==> config.mk <==
export PLATFORM = sky130hd
export DESIGN_NAME = txe_irq_unit
export DESIGN_NICKNAME = d
export VERILOG_FILES = /design/src/rtl/txe_pkg.sv /design/src/rtl/txe_level.sv /design/src/rtl/txe_store.sv /design/src/rtl/txe_arm.sv /design/src/rtl/txe_irq_unit.sv
export SDC_FILE = /design/constraint.sdc
export NUM_CORES = 1
export LEC_CHECK = 0
export BUFFER_PORTS_ARGS = -buffer_cell sky130_fd_sc_hd__buf_2
export CAP_MARGIN = 20
export CORE_ASPECT_RATIO = 0.8
export CORE_UTILIZATION = 54
export DETAILED_ROUTE_END_ITERATION = 6
export GPL_TIMING_DRIVEN = 0
export PLACE_DENSITY = 0.75
export SYNTH_ARGS = -nofsm -noshare
export SYNTH_HDL_FRONTEND = slang
export SYNTH_SLANG_ARGS = --single-unit
==> constraint.sdc <==
create_clock -name clk -period 2.3 [get_ports clk]
set_input_delay 0.575 -clock clk [delete_from_list [all_inputs] [get_ports clk]]
set_output_delay 0.575 -clock clk [all_outputs]
set_load 0.05 [all_outputs]
==> src/rtl/txe_pkg.sv <==
// Package: shared types and helpers for the transmit almost-empty unit.
// Assumes: pointers index a storage array whose depth need not be a power of two.
package txe_pkg;

    // Accepted-transfer pair produced by the occupancy counter.
    typedef struct packed {
        logic push_ok;
        logic pop_ok;
    } txe_xfer_t;

    // Next value of a circular pointer over 0..depth-1.
    function automatic int wrap_next(input int ptr, input int depth);
        return (ptr == depth - 1) ? 0 : ptr + 1;
    endfunction

endpackage

==> src/rtl/txe_level.sv <==
// Module: occupancy counter. Decides which requests are accepted, tracks the
// level and the sticky overflow bit, and exposes the level after this edge.
// Assumes: the level never exceeds DEPTH; synchronous active-low reset.
module txe_level
    import txe_pkg::*;
#(
    parameter int DEPTH = 12,
    parameter int CNT_W = $clog2(DEPTH + 1)
) (
    input  logic             clk,
    input  logic             rst_n,
    input  logic             wr_req,
    input  logic             pop_req,
    output txe_xfer_t        xfer,
    output logic [CNT_W-1:0] level,
    output logic [CNT_W-1:0] level_nxt,
    output logic             ovf
);

    localparam logic [CNT_W-1:0] FULL_C = CNT_W'(DEPTH);
    localparam logic [CNT_W-1:0] ONE_C  = CNT_W'(1);

    logic full;
    logic empty;

    // Accept writes only with room, pops only with data.
    always_comb begin
        full         = (level == FULL_C);
        empty        = (level == '0);
        xfer.push_ok = wr_req && !full;
        xfer.pop_ok  = pop_req && !empty;
    end

    // Level resulting from this cycle's accepted transfers.
    always_comb begin
        unique case ({xfer.push_ok, xfer.pop_ok})
            2'b10:   level_nxt = level + ONE_C;
            2'b01:   level_nxt = level - ONE_C;
            default: level_nxt = level;
        endcase
    end

    // Register the level and latch overflow on a write dropped at full.
    always_ff @(posedge clk) begin
        if (!rst_n) begin
            level <= '0;
            ovf   <= 1'b0;
        end else begin
            level <= level_nxt;
            if (wr_req && full) begin
                ovf <= 1'b1;
            end
        end
    end

endmodule

==> src/rtl/txe_store.sv <==
// Module: circular byte storage with a write and a read pointer.
// Assumes: push and pop are pre-qualified by the occupancy counter, so no
// overrun or underrun reaches this module. Entries are not reset.
module txe_store
    import txe_pkg::*;
#(
    parameter int DATA_W = 8,
    parameter int DEPTH  = 12,
    parameter int PTR_W  = (DEPTH > 1) ? $clog2(DEPTH) : 1
) (
    input  logic              clk,
    input  logic              rst_n,
    input  logic              push,
    input  logic              pop,
    input  logic [DATA_W-1:0] din,
    output logic [DATA_W-1:0] dout
);

    logic [DATA_W-1:0] mem [DEPTH];
    logic [PTR_W-1:0]  wr_ptr;
    logic [PTR_W-1:0]  rd_ptr;

    // Advance pointers on accepted transfers, wrapping at DEPTH.
    always_ff @(posedge clk) begin
        if (!rst_n) begin
            wr_ptr <= '0;
            rd_ptr <= '0;
        end else begin
            if (push) begin
                wr_ptr <= PTR_W'(wrap_next(int'(wr_ptr), DEPTH));
            end
            if (pop) begin
                rd_ptr <= PTR_W'(wrap_next(int'(rd_ptr), DEPTH));
            end
        end
    end

    // One write-enabled register per entry.
    for (genvar i = 0; i < DEPTH; i++) begin : g_entry
        always_ff @(posedge clk) begin
            if (push && (wr_ptr == PTR_W'(i))) begin
                mem[i] <= din;
            end
        end
    end

    // Oldest entry is always visible.
    always_comb begin
        dout = mem[rd_ptr];
    end

endmodule

==> src/rtl/txe_arm.sv <==
// Module: interrupt enable and decode. Clearing disarms; refilling to the
// rearm mark rearms; the interrupt is the enable AND the low-level condition.
// Assumes: level_nxt is the level that will be registered at this edge.
module txe_arm #(
    parameter int CNT_W      = 4,
    parameter int LOW_MARK   = 2,
    parameter int REARM_MARK = 3
) (
    input  logic             clk,
    input  logic             rst_n,
    input  logic             clr,
    input  logic [CNT_W-1:0] level,
    input  logic [CNT_W-1:0] level_nxt,
    output logic             armed,
    output logic             irq
);

    localparam logic [CNT_W-1:0] LOW_C   = CNT_W'(LOW_MARK);
    localparam logic [CNT_W-1:0] REARM_C = CNT_W'(REARM_MARK);

    // Enable bit: reset armed, clear wins, rearm on the refilled level.
    always_ff @(posedge clk) begin
        if (!rst_n) begin
            armed <= 1'b1;
        end else if (clr) begin
            armed <= 1'b0;
        end else if (!armed && (level_nxt >= REARM_C)) begin
            armed <= 1'b1;
        end
    end

    // Interrupt decoded from registered state only.
    always_comb begin
        irq = armed && (level <= LOW_C);
    end

endmodule

==> src/rtl/txe_irq_unit.sv <==
// Module: transmit FIFO with almost-empty interrupt (top).
// Host writes bytes and may clear the interrupt enable; the line side pops.
// Assumes: one byte per cycle each way; synchronous active-low reset.
module txe_irq_unit
    import txe_pkg::*;
#(
    parameter int DATA_W     = 8,
    parameter int DEPTH      = 12,
    parameter int LOW_MARK   = 2,
    parameter int REARM_MARK = 3,
    localparam int CNT_W     = $clog2(DEPTH + 1)
) (
    input  logic              clk,
    input  logic              rst_n,
    input  logic              host_wr,
    input  logic [DATA_W-1:0] host_data,
    input  logic              host_clr,
    input  logic              line_pop,
    output logic [DATA_W-1:0] line_data,
    output logic [CNT_W-1:0]  fill_level,
    output logic              txe_stat,
    output logic              txe_irq,
    output logic              ovf_sticky
);

    txe_xfer_t        xfer;
    logic [CNT_W-1:0] level_nxt;

    txe_level #(
        .DEPTH (DEPTH),
        .CNT_W (CNT_W)
    ) u_level (
        .clk       (clk),
        .rst_n     (rst_n),
        .wr_req    (host_wr),
        .pop_req   (line_pop),
        .xfer      (xfer),
        .level     (fill_level),
        .level_nxt (level_nxt),
        .ovf       (ovf_sticky)
    );

    txe_store #(
        .DATA_W (DATA_W),
        .DEPTH  (DEPTH)
    ) u_store (
        .clk   (clk),
        .rst_n (rst_n),
        .push  (xfer.push_ok),
        .pop   (xfer.pop_ok),
        .din   (host_data),
        .dout  (line_data)
    );

    txe_arm #(
        .CNT_W      (CNT_W),
        .LOW_MARK   (LOW_MARK),
        .REARM_MARK (REARM_MARK)
    ) u_arm (
        .clk       (clk),
        .rst_n     (rst_n),
        .clr       (host_clr),
        .level     (fill_level),
        .level_nxt (level_nxt),
        .armed     (txe_stat),
        .irq       (txe_irq)
    );

endmodule

==> flow_metrics.tcl, run 1 <==
set metrics [dict create \
    path_max_fanout 8 \
    max-cap-violations 0 \
    grt_pass1_wl_mm 14.6 \
    layout_worst_path_cycle_share 1.20 \
    drt-initial-drc-count 203 \
    setup_ws_ns -0.471 \
    synthToLayoutAreaGrowth_pct 25.9 \
    setup_viol 8 \
    ys_ff_latch 114 \
    layout_min_cycle_time_ns 2.77 \
    synth_cell_type_count 40 \
    fin_area_um2 5920 \
    drc 0 \
    die_h_um 85.5 \
    drt-met1-wl_mm 4.16 \
    nets 361 \
    worstPathRequired_ns 1.73 \
    worstHoldPathType "input port to register" \
    core_um2 8450 \
    avgSynthCellArea_um2 17.0 \
    violations "setup timing" \
    grt_pass1_vias 2626 \
    synth_warnings 0 \
    die-area_um2 9080 \
    chipWidth_um 106 \
    crit_type "register to primary output" \
    power_leakage_nw 2.04 \
    setup.worst_path.end_class "primary output" \
    syn_area_um2 4700 \
    start_util 0.557 \
    final_common_cell "edfxtp_1" \
    dp_slack_ns -0.141 \
    final_cell_mix "edfxtp_1, nand2_1, buf_2, mux4_2" \
    hpwl_mm 5.97 \
    highest_layer "met4" \
    peakVddDrop_uv 764 \
    wl_met2_mm 4.86 \
    min-delay-start "host_clr" \
    ff2ff_setup_slack_ns 0.06 \
    grt.total_usage 0.231 \
    powerDensity_nw_per_um2 1160 \
    cts.clk_slew.worst_paths_ns 0.06 \
    outcome "finished with violations" \
    vias_per_cell 5.74 \
    ant_nets 0 \
    slew_headroom 0.340 \
    arrival_ns 2.20 \
    cts_tree "built" \
    clock_sinks 114 \
    wl_per_cell_um 20.9 \
    overflow 0 \
    clk_path_buf_depth 2 \
    synth_seq_area_share 0.690 \
    rr_startpoint "u_level.level[1]$_SDFF_PN0_" \
    cts_buffers 17 \
    num_vias 2669 \
    cts-root-buf "clkbuf_8" \
    drive_gt1_frac 0.380 \
    netlist_instances 277 \
    cts.htree.levels 4 \
    grt_max_degree 17 \
    antenna_found_initial 0 \
    place_area_um2 5040 \
    pin_count 28 \
    rows 30 \
    portBuffers 27 \
    diodes 0 \
    rsz0062_at_grt "yes" \
    reg2reg_depth 10 \
    tightest_slew_ns 0.987 \
    hold_depth 3 \
    hold_viol 0 \
    max_freq_mhz 361 \
    gp_congestion 0.797 \
    clk_latency_ns 0.52 \
    syn_nets 298 \
    fin_worst_skew_ns 0.00922 \
    dr.pass1.iters 4 \
    dr_wl_met3_um 599 \
    start_kind "register" \
    slew_violations 0 \
    drt_wl_total_mm 9.73 \
]
-- cells by family after synthesis --
logic type / Yosys count / synth area share
xor+xnor: 2 / 0.00373
simple gates: 65 / 0.0689
compound gates: 34 / 0.0498
buf+inv: 20 / 0.0269
flops: 114 / 0.690
fa+ha+maj: 8 / 0.0213
mux: 34 / 0.139
-- layout make-up --
type	instances	area [um2]
Sequential cell	114	3250
Fill cell	518	2530
Multi-Input combinational cell	143	1420
Clock buffer	17	414
Timing Repair Buffer	46	375
Clock inverter	15	156
Tap cell	112	140
Buffer	12	130
Inverter	6	27.5
-- through the flow --
stage	hold slack (ns)	TNS [ns]	power [mW]	instances	utilization
3_5_place_dp	0.479	-0.284	3.94	419	0.597
6_report	0.324	-3.34	6.84	465	0.701
4_1_cts	0.304	-3.76	6.54	452	0.674
2_1_floorplan	0.480	0	3.62	277	-
5_1_grt	0.329	-4.06	7.10	465	0.701
3_3_place_gp	0.471	-5.03	3.90	416	0.594
-- flip-flops by register name, summed over array words and instances (netlist names), named ones only --
register and count:
u_level.ovf 1, u_level.level 4, u_store.mem 96, u_store.wr_ptr 4, u_store.rd_ptr 4, u_arm.armed 1
-- path summary, 6_finish.rpt --
check	to
max	line_data[4]
min	u_arm.armed$_SDFFE_PN1P_
max reg2reg	u_arm.armed$_SDFFE_PN1P_
min reg2reg	u_level.ovf$_SDFFE_PN0P_
-- cells in the mapped netlist --
library cell | n | area (um2)
a21boi_0 | 1 | 7.51
a21boi_1 | 5 | 37.5
a21o_1 | 1 | 7.51
a21oi_1 | 6 | 30.0
a22oi_2 | 1 | 12.5
a311oi_1 | 1 | 8.76
a31oi_1 | 1 | 6.26
a41oi_1 | 1 | 8.76
and2_1 | 5 | 31.3
and4b_1 | 2 | 20.0
and4bb_2 | 1 | 12.5
buf_12 | 1 | 20.0
buf_2 | 6 | 30.0
buf_4 | 2 | 15.0
buf_6 | 1 | 11.3
buf_8 | 1 | 15.0
clkbuf_1 | 3 | 11.3
clkinv_2 | 1 | 5.00
dfxtp_1 | 18 | 360
edfxtp_1 | 96 | 2880
ha_1 | 8 | 100
inv_1 | 4 | 15.0
inv_2 | 1 | 3.75
mux2i_1 | 10 | 100
mux4_1 | 4 | 105
mux4_2 | 20 | 450
nand2_1 | 23 | 86.3
nand2b_1 | 1 | 6.26
nand3_1 | 4 | 20.0
nand4bb_1 | 1 | 11.3
nor2_1 | 15 | 56.3
nor2b_1 | 5 | 31.3
nor3_1 | 6 | 30.0
nor4b_1 | 1 | 8.76
nor4bb_1 | 1 | 10.0
o21a_1 | 3 | 22.5
o21ai_0 | 3 | 15.0
o21ai_1 | 10 | 50.1
o41ai_4 | 1 | 27.5
xor2_1 | 2 | 17.5
-- layer usage --
metal / track usage / vias to the layer above
met5: 0 / -
met4: 0.0934 / 0
met3: 0.0768 / 12
met2: 0.350 / 99
met1: 0.310 / 1343
li1: - / 1215
-- power by group --
group          switching [mW]  total, mW  internal (mW)
clock network           0.947       2.49           1.54
logic                    1.00       1.93          0.928
registers              0.0875       2.42           2.34
total                    2.03       6.84           4.81
-- worst max-delay path, cell delays in order (launching register included) --
cell and delay, ns:
dfxtp_2 0.35, buf_12 0.15, clkbuf_16 0.16, mux4_2 0.55
mux2i_4 0.21, o21ai_2 0.09, buf_6 0.16
-- repair_timing --
item,4_1_cts,5_1_grt
hold buffers,0,0
cloned,0,2
gates resized for setup,21,20
buffers inserted,2,12
setup endpoints to repair,11,15
pin swaps,1,8
No activity file was read; power rests on OpenSTA's default activity.
==> inputs of run 2 (changes only) <==
SETUP_SLACK_MARGIN = 0.02   (was unset)
==> run 2 against run 1 <==
Effect of this change:
- the flow still finishes with violations (setup timing)
- combinational power about the same
- non-clock buffer count down 1
- design area about the same
- largest power group unchanged
==> flow_metrics.tcl, run 2 (same netlist as run 1, synthesis figures left out) <==
set metrics [dict create \
    num_vias 2676 \
    path_max_fanout 8 \
    worstPathRequired_ns 1.73 \
    final_cell_mix "edfxtp_1, nand2_1, buf_2, mux4_2, clkbuf_16" \
    total_power_mw 6.84 \
    max-cap-violations 0 \
    crit_type "register to primary output" \
    ant_nets 0 \
    start_util 0.557 \
    rsz0062_at_grt "yes" \
    peakVddDrop_uv 722 \
    final_common_cell "edfxtp_1" \
    cts.htree.levels 4 \
    violations "setup timing" \
    largest_register_ff_count 96 \
    slew_violations 0 \
    place_area_um2 5040 \
    die-area_um2 9080 \
    setup_ws_ns -0.475 \
    vias_per_cell 5.77 \
    fin_worst_skew_ns 0.00940 \
    layout_worst_path_cycle_share 1.21 \
    max_freq_mhz 360 \
    slew_headroom 0.337 \
    powerDensity_nw_per_um2 1160 \
    tightest_slew_ns 0.990 \
    hpwl_mm 5.97 \
    drt-initial-drc-count 208 \
    pin_count 28 \
    drive_gt1_frac 0.381 \
    cts_tree "built" \
    gp_congestion 0.797 \
    antenna_found_initial 0 \
    power_leakage_nw 2.04 \
    arrival_ns 2.20 \
    fin_area_um2 5920 \
    hold_viol 0 \
    setup.worst_path.end_class "primary output" \
    diodes 0 \
    max_flop_register "u_store.mem" \
    dp_slack_ns -0.141 \
    cts_buffers 17 \
    cts.clk_slew.worst_paths_ns 0.06 \
    grt_pass1_wl_mm 14.6 \
    overflow 0 \
    rows 30 \
    drc 0 \
    layout_min_cycle_time_ns 2.77 \
    fill_cells 519 \
    nets 360 \
    outcome "finished with violations" \
    grt_max_degree 17 \
    cts-root-buf "clkbuf_8" \
    clk_path_buf_depth 2 \
    grt.total_usage 0.231 \
    grt_pass1_vias 2630 \
    dr.pass1.iters 4 \
    clock_sinks 114 \
    portBuffers 27 \
    start_kind "register" \
    postCtsHoldBufs 0 \
    core_um2 8450 \
    chipWidth_um 106 \
    wl_per_cell_um 21.0 \
    clk_latency_ns 0.52 \
    drt_wl_total_mm 9.74 \
    setup_viol 8 \
    worstHoldPathType "input port to register" \
    synthToLayoutAreaGrowth_pct 25.9 \
    die_h_um 85.5 \
]
-- run 2: cell types whose count changed in the layout (fill, tap and decap cells not counted) --
cell    before  now
nor3_1       5    4
buf_4       18   17
nor3_2       1    2
-- run 2: final cells by class --
class / instances / area [um2] / area share
buffer: 12 / 130 / 0.0220
clock buffer: 17 / 414 / 0.0700
clock inverter: 15 / 156 / 0.0264
inverter: 6 / 27.5 / 0.00465
multi-input combinational: 143 / 1430 / 0.241
sequential: 114 / 3250 / 0.550
tap: 112 / 140 / 0.0237
timing repair buffer: 45 / 368 / 0.0622
-- run 2: what timing repair did --
action,in CTS,in global routing
buffers inserted,3,10
gates cloned,0,2
pin swaps,1,6
gates resized for setup,21,21
setup endpoints to repair,11,15
-- run 2: final timing paths --
kind / start / end / slack (ns) / depth (start not counted)
min: host_clr / u_arm.armed$_SDFFE_PN1P_ / 0.32 / 3
max: register / line_data[4] / -0.47 / 6
max reg2reg: u_level.level[1]$_SDFF_PN0_ / u_arm.armed$_SDFFE_PN1P_ / 0.08 / 10
min reg2reg: u_level.ovf$_SDFFE_PN0P_ / u_level.ovf$_SDFFE_PN0P_ / 0.50 / 2
-- run 2: critical path, cell delays in order (launching register included) --
cell,delay (ns)
dfxtp_2,0.35
buf_12,0.15
clkbuf_16,0.16
mux4_2,0.55
mux2i_4,0.21
o21ai_2,0.09
buf_6,0.16
-- run 2: per-layer routing --
layer,GRT usage,wire [um],up-vias
li1,-,-,1209
met1,0.311,4130,1355
met2,0.350,4890,97
met3,0.0768,596,15
met4,0.0934,117,0
met5,0,0,-
-- run 2: through the flow --
stage               utilization  setup TNS [ns]  hold slack [ns]  cells
CTS                       0.675           -3.76            0.304    453
finish                    0.701           -3.41            0.323    464
global placement          0.594           -5.03            0.471    416
detailed placement        0.597          -0.284            0.479    419
global route              0.701           -4.06            0.329    464
floorplan                     -               0            0.480    277
-- run 2: power by group --
| part | internal (mW) | switching (mW) | leakage [nW] |
|---|---|---|---|
| clock network | 1.54 | 0.949 | 0.267 |
| logic | 0.920 | 1.00 | 0.751 |
| registers | 2.34 | 0.0895 | 1.02 |
| total | 4.80 | 2.04 | 2.04 |
==> inputs of run 3 (changes only) <==
CORE_MARGIN = 1.5   (was unset)
==> run 3 against run 2 <==
Effect of this change:
- the flow still finishes with violations (setup timing)
- combinational power fell by 2%
- largest power group unchanged
- register-to-register slack got worse by 0.04 ns
- core utilization fell by 0.34 points
- highest routed layer unchanged
- final cell count fell by 0.43%
==> flow_metrics.tcl, run 3 (same netlist as run 1, synthesis figures left out) <==
set metrics [dict create \
    layout_min_cycle_time_ns 2.70 \
    worstHoldPathType "input port to register" \
    cp_common_cell "buf_12" \
    die_h_um 86.5 \
    critPathBufInv 3 \
    fill_cells 530 \
    arrival_ns 2.13 \
    setup.worst_path.end_class "primary output" \
    wl_per_cell_um 20.3 \
    peakVddDrop_uv 845 \
    slew_violations 0 \
    path_max_fanout 7 \
    max-cap-violations 0 \
    fin_tns_setup_ns -2.94 \
    hpwl_mm 5.67 \
    grt_pass1_vias 2557 \
    synthToLayoutAreaGrowth_pct 25.8 \
    diodes 0 \
    setup_viol 8 \
    place_area_um2 5040 \
    max_flop_register "u_store.mem" \
    slew_headroom 0.390 \
    chipWidth_um 107 \
    grt_max_degree 17 \
    pin_count 28 \
    pwr-share-seq 0.353 \
    path_depth 6 \
    die-area_um2 9280 \
    final_common_cell "edfxtp_1" \
    violations "setup timing" \
    slowest_delay_ns 0.52 \
    p_sw_mw 2.00 \
    multi_input_area_um2 1430 \
    portBuffers 27 \
    cts-root-buf "clkbuf_8" \
    max_freq_mhz 370 \
    final_cell_mix "edfxtp_1, nand2_1, buf_2, mux4_2" \
    hold_slack_ns 0.328 \
    hold_viol 0 \
    rsz0062_at_grt "yes" \
    p_clk_frac 0.374 \
    cpMaxStageDelayCell "mux4_2" \
    setup_ws_ns -0.403 \
    p_sw_frac 0.290 \
    p_int_mw 4.87 \
    antenna_found_initial 0 \
    outcome "finished with violations" \
    reg2reg_depth 10 \
    worstPathRequired_ns 1.73 \
    power_leakage_nw 2.01 \
    fin_worst_skew_ns 0.00710 \
    cts.htree.levels 4 \
    cts.clk_slew.worst_paths_ns 0.06 \
    drt_wl_total_mm 9.40 \
    num_vias 2649 \
    hold_depth 3 \
    crit_family "multiplexers" \
    nets 359 \
    cts_tree "built" \
    drc 0 \
    start_kind "register" \
    vias_per_cell 5.73 \
    drive_gt1_frac 0.377 \
    powerDensity_nw_per_um2 1160 \
    cts_buffers 17 \
    core_um2 8480 \
    crit_type "register to primary output" \
    clock_sinks 114 \
    ant_nets 0 \
    grt_pass1_wl_mm 14.4 \
    rows 30 \
    drt-initial-drc-count 304 \
    overflow 0 \
    largest_register_ff_count 96 \
    fin_area_um2 5910 \
    clk_path_buf_depth 2 \
    layout_worst_path_cycle_share 1.18 \
    tightest_slew_ns 0.908 \
    total_power_mw 6.87 \
    combPwrFrac 0.273 \
    clk_latency_ns 0.52 \
    dr.pass1.iters 5 \
    start_util 0.554 \
    regArea_um2 3250 \
    gp_congestion 0.827 \
    crit_chain "buf_12, buf_12, mux4_2, mux2i_2, o21ai_1, buf_6" \
    grt.total_usage 0.221 \
]
==> run 3: changes by cell type in the layout (fill, tap and decap cells not counted), sizes merged <==
| cell | delta |
|---|---|
| inv | -4 |
| clkbuf | -2 |
| buf | +1 |
| bufinv | +1 |
| clkinv | +1 |
| clkinvlp | +1 |
==> run 3: layout make-up <==
| cell class | count | area share |
|---|---|---|
| timing repair buffer | 44 | 0.0605 |
| clock inverter | 14 | 0.0281 |
| sequential | 114 | 0.550 |
| multi-input combinational | 143 | 0.242 |
| clock buffer | 17 | 0.0700 |
| inverter | 6 | 0.00465 |
| buffer | 12 | 0.0209 |
| tap | 112 | 0.0237 |
==> run 3: timing repair <==
| action | in CTS | in global routing |
|---|---|---|
| buffers inserted | 10 | 3 |
| cloned | 1 | 0 |
| pin swaps | 6 | 5 |
| gates resized for setup | 26 | 16 |
| endpoints found under the setup margin | 11 | 29 |
| hold buffers | 0 | 0 |
==> run 3: path summary, 6_finish.rpt <==
check,startpoint,end,slack [ns]
setup / recovery,register,line_data[6],-0.40
hold / removal,host_clr,u_arm.armed$_SDFFE_PN1P_,0.33
setup reg to reg,u_level.level[1]$_SDFF_PN0_,u_arm.armed$_SDFFE_PN1P_,0.04
hold reg to reg,u_store.rd_ptr[1]$_SDFFE_PN0N_,register,0.51
==> run 3: metal layers <==
| layer | wire length (um) | track usage | share of wire | vias to the layer above |
|---|---|---|---|---|
| met5 | 0 | 0 | 0 | - |
| met4 | 171 | 0.0921 | 0.018 | 0 |
| met3 | 539 | 0.0511 | 0.057 | 20 |
| met2 | 4560 | 0.348 | 0.49 | 89 |
| met1 | 4120 | 0.301 | 0.44 | 1330 |
| li1 | - | - | - | 1210 |
==> run 3: stage by stage <==
| stage | util | setup WS [ns] | cells |
|---|---|---|---|
| 3_5_place_dp | 0.595 | -0.147 | 419 |
| 3_3_place_gp | 0.591 | -0.218 | 416 |
| 6_report | 0.697 | -0.403 | 462 |
| 5_1_grt | 0.697 | -0.454 | 462 |
| 4_1_cts | 0.686 | -0.482 | 460 |
| 2_1_floorplan | - | 0.00594 | 277 |
==> run 3: power groups by stage <==
stage / logic [mW] / clock network, mW / registers (mW)
6_report: 1.88 / 2.57 / 2.42
5_1_grt: 1.99 / 2.66 / 2.44
4_1_cts: 1.77 / 2.58 / 2.41
3_5_place_dp: 1.48 / 0 / 2.44
3_3_place_gp: 1.46 / 0 / 2.44
2_1_floorplan: 1.06 / 0 / 2.55
==> run 3: worst min-delay path, delay by kind of cell <==
family / cells / cell delay [ns]
simple gates: 1 / 0.10
buf+inv: 1 / 0.08
compound gates: 1 / 0.04
